$ cat src/rtl/tmr8_tricmp.sv
module tmr8_tricmp (
  input  logic       clk,
  input  logic       rst_n,
  input  logic       tick,
  input  logic       wr_en,
  input  logic [2:0] addr,
  input  logic [7:0] wr_data,
  output logic [7:0] rd_data,
  output logic       oc_a,
  output logic       oc_b,
  output logic       flag_ovf,
  output logic       flag_cmp_a,
  output logic       flag_cmp_b
);
  localparam int PSW = 14;
  localparam logic [2:0] A_PIN = 3'd0, A_CLK = 3'd1, A_CNT = 3'd2,
                         A_CA = 3'd3, A_CB = 3'd4, A_TOP = 3'd5, A_FLG = 3'd6;

  logic [1:0] act_a, act_b;
  logic       pwm_a, pwm_b, clr_top;
  logic [3:0] csel;
  logic [7:0] cnt, cmp_a, cmp_b, top;
  logic [PSW-1:0] ps, ps_mask;
  logic       pin_a, pin_b;

  wire wr_pin = wr_en && addr == A_PIN;
  wire wr_clk = wr_en && addr == A_CLK;
  wire wr_cnt = wr_en && addr == A_CNT;
  wire wr_flg = wr_en && addr == A_FLG;

  assign ps_mask = (csel == 4'd0) ? '0 : ((PSW'(1) << (csel - 4'd1)) - PSW'(1));
  wire step = tick && csel != 4'd0 && (ps & ps_mask) == ps_mask && !wr_cnt;

  wire wrap_en = clr_top || pwm_a || pwm_b;
  wire at_top  = wrap_en && cnt == top;
  wire [7:0] nxt = at_top ? 8'h00 : cnt + 8'h01;
  wire ovf_ev  = step && (at_top || cnt == 8'hFF);
  wire hit_a   = step && nxt == cmp_a;
  wire hit_b   = step && nxt == cmp_b;

  wire [1:0] new_act_a = wr_pin ? wr_data[1:0] : act_a;
  wire [1:0] new_act_b = wr_pin ? wr_data[3:2] : act_b;
  wire frc_a = wr_pin && wr_data[4] && !wr_data[6];
  wire frc_b = wr_pin && wr_data[5] && !wr_data[7];

  function automatic logic apply(input logic [1:0] code, input logic cur);
    case (code)
      2'b01:   apply = ~cur;
      2'b10:   apply = 1'b0;
      2'b11:   apply = 1'b1;
      default: apply = cur;
    endcase
  endfunction

  always_ff @(posedge clk or negedge rst_n) begin
    if (!rst_n) begin
      act_a <= '0; act_b <= '0; pwm_a <= 1'b0; pwm_b <= 1'b0;
      csel <= '0; clr_top <= 1'b0;
      cmp_a <= '0; cmp_b <= '0; top <= '0;
    end else if (wr_en) begin
      case (addr)
        A_PIN: begin
          act_a <= wr_data[1:0]; act_b <= wr_data[3:2];
          pwm_a <= wr_data[6];   pwm_b <= wr_data[7];
        end
        A_CLK: begin csel <= wr_data[3:0]; clr_top <= wr_data[5]; end
        A_CA:  cmp_a <= wr_data;
        A_CB:  cmp_b <= wr_data;
        A_TOP: top <= wr_data;
        default: ;
      endcase
    end
  end

  always_ff @(posedge clk or negedge rst_n) begin
    if (!rst_n)                   ps <= '0;
    else if (wr_clk && wr_data[4]) ps <= '0;
    else if (tick && csel != 4'd0) ps <= ps + PSW'(1);
  end

  always_ff @(posedge clk or negedge rst_n) begin
    if (!rst_n)      cnt <= '0;
    else if (wr_cnt) cnt <= wr_data;
    else if (step)   cnt <= nxt;
  end

  always_ff @(posedge clk or negedge rst_n) begin
    if (!rst_n) begin
      pin_a <= 1'b0; pin_b <= 1'b0;
    end else begin
      if (hit_a || frc_a) pin_a <= apply(new_act_a, pin_a);
      if (hit_b || frc_b) pin_b <= apply(new_act_b, pin_b);
    end
  end

  always_ff @(posedge clk or negedge rst_n) begin
    if (!rst_n) begin
      flag_ovf <= 1'b0; flag_cmp_a <= 1'b0; flag_cmp_b <= 1'b0;
    end else begin
      if (ovf_ev) flag_ovf <= 1'b1;
      else if (wr_flg && wr_data[0]) flag_ovf <= 1'b0;
      if (hit_a) flag_cmp_a <= 1'b1;
      else if (wr_flg && wr_data[1]) flag_cmp_a <= 1'b0;
      if (hit_b) flag_cmp_b <= 1'b1;
      else if (wr_flg && wr_data[2]) flag_cmp_b <= 1'b0;
    end
  end

  assign oc_a = (act_a != 2'b00) && pin_a;
  assign oc_b = (act_b != 2'b00) && pin_b;

  always_comb begin
    case (addr)
      A_PIN:   rd_data = {pwm_b, pwm_a, 2'b00, act_b, act_a};
      A_CLK:   rd_data = {2'b00, clr_top, 1'b0, csel};
      A_CNT:   rd_data = cnt;
      A_CA:    rd_data = cmp_a;
      A_CB:    rd_data = cmp_b;
      A_TOP:   rd_data = top;
      A_FLG:   rd_data = {5'b0, flag_cmp_b, flag_cmp_a, flag_ovf};
      default: rd_data = 8'h00;
    endcase
  end


  stop_hold_chk: assert property (@(posedge clk) disable iff (!rst_n)
    (csel == 4'd0 && !wr_cnt) |=> $stable(cnt));


  write_nomatch_chk: assert property (@(posedge clk) disable iff (!rst_n)
    wr_cnt |=> ($stable(flag_cmp_a) && $stable(flag_cmp_b) && $stable(flag_ovf)));


  top_wrap_chk: assert property (@(posedge clk) disable iff (!rst_n)
    (step && wrap_en && cnt == top) |=> cnt == 8'h00);


  ovf_source_chk: assert property (@(posedge clk) disable iff (!rst_n)
    $rose(flag_ovf) |-> ($past(cnt) == 8'hFF || $past(cnt) == $past(top)));


  pwm_force_chk: assert property (@(posedge clk) disable iff (!rst_n)
    (wr_pin && wr_data[6] && !hit_a) |=> $stable(pin_a));
endmodule

$ cat config.mk
export PLATFORM = sky130hd
export DESIGN_NAME = tmr8_tricmp
export DESIGN_NICKNAME = d
export VERILOG_FILES = /design/src/rtl/tmr8_tricmp.sv
export SDC_FILE = /design/constraint.sdc
export NUM_CORES = 1
export LEC_CHECK = 0
export ABC_AREA = 1
export BUFFER_PORTS_ARGS = -buffer_cell sky130_fd_sc_hd__buf_2
export CORE_ASPECT_RATIO = 0.6
export CORE_UTILIZATION = 55
export CTS_BUF_LIST = sky130_fd_sc_hd__clkbuf_4 sky130_fd_sc_hd__clkbuf_8
export CTS_CLUSTER_SIZE = 10
export DETAILED_ROUTE_END_ITERATION = 16
export PLACE_DENSITY = 0.82
export SYNTH_ARGS = -nofsm -noshare
export SYNTH_HDL_FRONTEND = slang
export SYNTH_SLANG_ARGS = --single-unit
$ cat constraint.sdc
create_clock -name clk -period 3 [get_ports clk]
set_input_delay 0.6 -clock clk [delete_from_list [all_inputs] [get_ports clk]]
set_output_delay 0.6 -clock clk [all_outputs]
set_load 0.01 [all_outputs]
# After elaboration in Yosys (flattened, before gate mapping)
# Index checks and enable logic that the tools add are counted.
[op_classes]
n_addsub = 4
mul = 0
div = 0
magnitude_cmp = 0
eq_ne = 17
shifts = 1
muxes = 17
bitwise = 3
n_reduce_logical = 48
[ops]
columns = ["cell", "count"]
rows = [
  ["8-bit case mux with 7 select lines", 1],
  ["14-bit two-way mux", 3],
  ["8-bit equality test", 3],
  ["8-bit two-way mux", 3],
  ["1-bit logical AND", 21],
  ["14-bit by 1-bit adder with 14-bit output (second input constant)", 1],
  ["14-bit bitwise AND", 1],
  ["14-bit equality test", 1],
  ["2-bit AND reduction", 7],
  ["2-bit nonzero test", 7],
  ["1-bit by 4-bit << shifter with 14-bit output (first input constant)", 1],
  ["14-bit by 1-bit subtractor with 14-bit output (second input constant)", 1],
  ["3-bit equality test (second input constant)", 3],
  ["8-bit by 1-bit adder with 8-bit output (second input constant)", 1],
  ["2-bit equality test (second input constant)", 4],
  ["8-bit equality test (second input constant)", 1],
  ["3-bit by 2-bit equality test with 1-bit output (second input constant)", 2],
  ["1-bit two-way mux", 6],
  ["1-bit case mux with 3 select lines", 2],
  ["3-bit nonzero test", 2],
  ["1-bit logical OR", 5],
  ["2-bit by 1-bit equality test with 1-bit output (second input constant)", 2],
  ["4-bit logical NOT", 1],
  ["2-bit two-way mux", 2],
  ["other kinds (6)", 9],
]
[totals]
reg_bits = 62
latch_bits = 0
mem_bits_rw = 0
romBits = 0
inputBits = 15
output_inout_bits = 13
elab_cells = 106
n_memories = 0

# Logic depth before layout (Yosys ltp)
[logic_depth]
depth_word = 11
depth_mapped = 17
depth_no_buf = 17

# Least setup slack after synthesis
# Ideal clock, no wire load.
[synth_timing]
path_type = "in2out"
from = "input port addr[2]"
to = "output port rd_data[0]"
arrival_time_ps = 1574
required_time_ps = 2400
setup_slack_ps = 826
path_stages = 6
path_buffers = 1
cell_sequence = "buf_2 -> nor3_1 -> inv_1 -> o22ai_1 -> a221oi_1 -> o2111ai_1"
[synth_between]
elab_chain_cells = 2
elab_cells_between_ends = 8
classes_between = "eq/ne: 6; mux: 1; reduce/logical: 1"
[synth_lines]
columns = ["element", "line", "source"]
rows = [
  ["from (decl)", "6", "input logic [2:0] addr,"],
  ["3-bit equality test, or another cell as far along", "113", "case (addr)"],
  ["8-bit case mux with 7 select lines *", "113", ""],
  ["to (decl)", "8", "output logic [7:0] rd_data,"],
]
# Mark *: on every way between the ends. The rest lies on a longest branch, timed or not.

# Worst setup path after layout
[layout_timing]
from = "register csel[2]"
to = "register pin_a"
[layout_between]
elab_chain_cells = 11
elab_cells_between_ends = 14
classes_between = "add/sub: 2; eq/ne: 1; shift: 1; mux: 1; bitwise: 1; reduce/logical: 8"
[layout_lines]
columns = ["element", "line", "source"]
rows = [
  ["from (decl)", "21", "logic [3:0] csel;"],
  ["from (signal assigned)", "66", "A_CLK: begin csel <= wr_data[3:0]; clr_top <= wr_data[5]; end"],
  ["4-bit by 1-bit subtractor with 4-bit output", "31", "assign ps_mask = (csel == 4'd0) ? '0 : ((PSW'(1) << (csel - 4'd1)) - PSW'(1));"],
  ["1-bit by 4-bit << shifter with 14-bit output", "31", ""],
  ["14-bit by 1-bit subtractor with 14-bit output", "31", ""],
  ["14-bit two-way mux", "31", ""],
  ["14-bit bitwise AND", "32", "wire step = tick && csel != 4'd0 && (ps & ps_mask) == ps_mask && !wr_cnt;"],
  ["14-bit equality test", "32", ""],
  ["1-bit logical AND * (2 in a row)", "32", ""],
  ["1-bit logical AND *", "38", "wire hit_a = step && nxt == cmp_a;"],
  ["1-bit logical OR *", "91", "if (hit_a || frc_a) pin_a <= apply(new_act_a, pin_a);"],
  ["2-bit AND reduction (no line) *", "--", ""],
  ["to (signal assigned)", "91", ""],
  ["to (decl)", "24", "logic pin_a, pin_b;"],
]
# Marked as above.
# A chain may end at the register's enable or synchronous reset.

==> qor.yml <==
sta:
  grt_setup_unrepaired: "false"
  worstMarginPinSlew_ns: 0.820
  min_period_over_period_pct: 86.5
  hold_violations: 0
  clock.fmax_mhz: 386
  fin_tns_setup_ns: 0
  finalWorstSetupSlack_ns: 0.406
  relSlewSlack_pct: 45.3
  setup_viol: 0
  finalMaxSlewViolations: 0
  period_minus_slack_ns: 2.59
  fin_worst_skew_ns: 0.00721
clocking:
  cts_tree: "done"
  clkTransAtPathRegs_ns: 0.07
  cts_sinks: 62
  clock_latency_ns: 0.36
  numCtsBuffers: 9
  cts_setup_buffers: 0
  htreeDepth: 3
  hold_buffers: 0
  cts-root-buf: "clkbuf_8"
  clk_path_buf_depth: 2
  cts_resized: 0
die:
  io_pins: 28
  core_um2: 7330
  die_w_um: 115
  rows: 24
  dieArea_um2: 7990
  start_util_pct: 57.3
  fp.dieH_um: 69.7
worst_setup_path:
  critPathKind: "register to register"
  required_ns: 3.25
  startpoint: "csel[2]"
  crit_path_cell_trace: "nor2_2 -> nand3_1 -> ha_1 -> nor2_1 -> a21oi_2 -> nand2_1 -> nor2_1 -> nand2_1 -> nor2_2 -> nand3_2 -> nand2_4 -> nand3_4 -> o21bai_2 -> nand2_1 -> nand2_1 -> nand2_1"
  crit_top_cell: "nand2_1"
  slowest_stage: "dfrtp_1"
  critPathMaxStageDelay_ns: 0.52
  r2r-start: "csel[2]"
  start_kind: "register"
  r2r_cells: 16
  crit_arrival_ns: 2.84
  path_max_fanout: 13
  r2r_setup_slack_ns: 0.41
  reg2reg_to: "pin_a"
  crit_path_end_kind: "register"
placed_design:
  gp_congestion: 0.985
  hpwl_mm: 9.83
  dp_slack_ns: 0.439
  portBuffers: 27
yosys:
  syn_inst: 561
  synth_xor_area_share_pct: 2.45
  synthMuxAreaShare_pct: 0
  yosysWarningCount: 0
  syn_area_per_cell_um2: 7.48
  synth_area_leaders: "dfrtp_1 (37%), nand2_1 (15%), inv_1 (6.1%), nand3_1 (5.4%), o21ai_0 (5.4%)"
  async_reset_ff_share_pct: 100
  ys.flop_type: "dfrtp_1"
  synthTopCellsByCount: "nand2_1 (170), inv_1 (68), dfrtp_1 (62)"
  synthSimpleGateAreaFrac_pct: 31.8
  synth_edf_count: 0
  syn-num-nets: 584
  synth_top_area_share_pct: 37.0
  synth_area_leader_cell: "dfrtp_1"
  synth_top_family_by_area: "simple AND/OR/NAND/NOR gates"
  synth_compound_area_share_pct: 16.9
  synth_most_common_cell: "nand2_1"
  synth.distinct_cells: 46
  syn_area_um2: 4200
  yosys.area_share.adder_pct: 2.39
  synth_seq_cells: 62
  ys_seq_area_share_pct: 37.0
finish:
  seq_area_um2: 1550
  fillers: 692
  diodes: 0
  multi_input_area_um2: 2250
  drive_gt1_share_pct: 17.4
  area_growth_pct: 9.54
  fin_nets: 611
pwr:
  irDropWorstVdd_mv: 0.490
  power.density_nw_per_um2: 774
  power_mw: 3.56
  p_leak_nw: 2.31
route:
  viasPerCell: 5.79
  firstDrtPassIters: 6
  drt_iter0_drc: 536
  wl_mm: 12.6
  wire_per_inst_um: 18.2
  ant_nets: 0
  vias: 4033
  route.detailed.drc: 0
run_status:
  outcome: "finished clean"
grt:
  grt_pass1_wl_mm: 20.1
  grt_pass1_vias: 3647
  grt-ovfl-total: 0
  grt_start_max_net_pins: 36
  track_usage_pct: 34.2
  antenna_found_initial: 0
run:
  cap_violations: 0
min_path:
  hold_path_class: "input pin to async pin"
==> cell usage in the layout, fill, tap and decap left out, types with 6 or more instances in the layout <==
| cell type | n |
|---|---|
| nand2_1 | 170 |
| inv_1 | 68 |
| dfrtp_1 | 62 |
| nand3_1 | 45 |
| o21ai_0 | 45 |
| buf_2 | 27 |
| nor2_1 | 20 |
| a21oi_1 | 16 |
| inv_2 | 11 |
| nor3_1 | 10 |
| clkbuf_8 | 10 |
| ha_1 | 8 |
| o22ai_1 | 7 |
| o221ai_2 | 7 |
| nor2_2 | 6 |
| o221ai_1 | 6 |
| nand2_4 | 6 |
==> worst max path at each step <==
stage	endpoint
after CTS	pin_a
after global placement	rd_data[0]
after global routing	pin_a
final	pin_a
after detailed placement	pin_a
after floorplan	rd_data[0]
==> stage by stage <==
step	hold slack (ns)	cell area [um^2]	std cells	util [%]
final	0.331	4600	696	62.7
after global routing	0.393	4600	696	62.7
after CTS	0.345	4600	696	62.7
after detailed placement	0.482	4400	681	60.1
after global placement	0.473	4400	681	60.1
after floorplan	0.304	4200	561	-
==> layer usage <==
metal / GRT usage (%) / vias up / part of all wire (%)
li1: - / 1900 / -
met1: 53.3 / 1899 / 49
met2: 43.1 / 222 / 38
met3: 13.6 / 12 / 12
met4: 7.65 / 0 / 0.81
met5: 0 / - / 0
==> logic make-up (layout without fill, tap and decap cells) <==
| group | Yosys count | in the layout |
|---|---|---|
| AO/OA/AOI/OAI | 105 | 105 |
| XOR/XNOR | 10 | 10 |
| adder cells (fa/ha/maj) | 8 | 8 |
| buffers and inverters | 94 | 125 |
| flip-flops | 62 | 62 |
| AND/OR/NAND/NOR | 282 | 282 |
==> final cells by class <==
class / instances / area share [%]
Sequential cell: 62 / 33.8
Timing Repair Buffer: 31 / 3.87
Tap cell: 104 / 2.83
Clock inverter: 4 / 1.03
Clock buffer: 11 / 3.16
Multi-Input combinational cell: 405 / 48.9
Inverter: 79 / 6.45
==> power breakdown <==
| group | total, mW | switching, mW | internal [mW] | leakage (nW) |
|---|---|---|---|---|
| clock | 0.754 | 0.346 | 0.408 | 0.0986 |
| combinational | 1.47 | 0.937 | 0.531 | 1.43 |
| sequential | 1.34 | 0.295 | 1.04 | 0.782 |
==> flip-flops by register name, indices dropped and copies added (netlist names), 2 cells and up <==
signal / cells
csel: 4
ps: 14
cmp_b: 8
act_a: 2
cnt: 8
act_b: 2
top: 8
cmp_a: 8
==> critical path, delay by kind of cell, from the launching register on <==
kind,cells,cell delay [ns]
DFF,1,0.52
AOI/OAI and AO/OA,2,0.33
and+or+nand+nor,13,1.33
adders and majority gates,1,0.29
No activity file was read; power rests on OpenSTA's default activity.
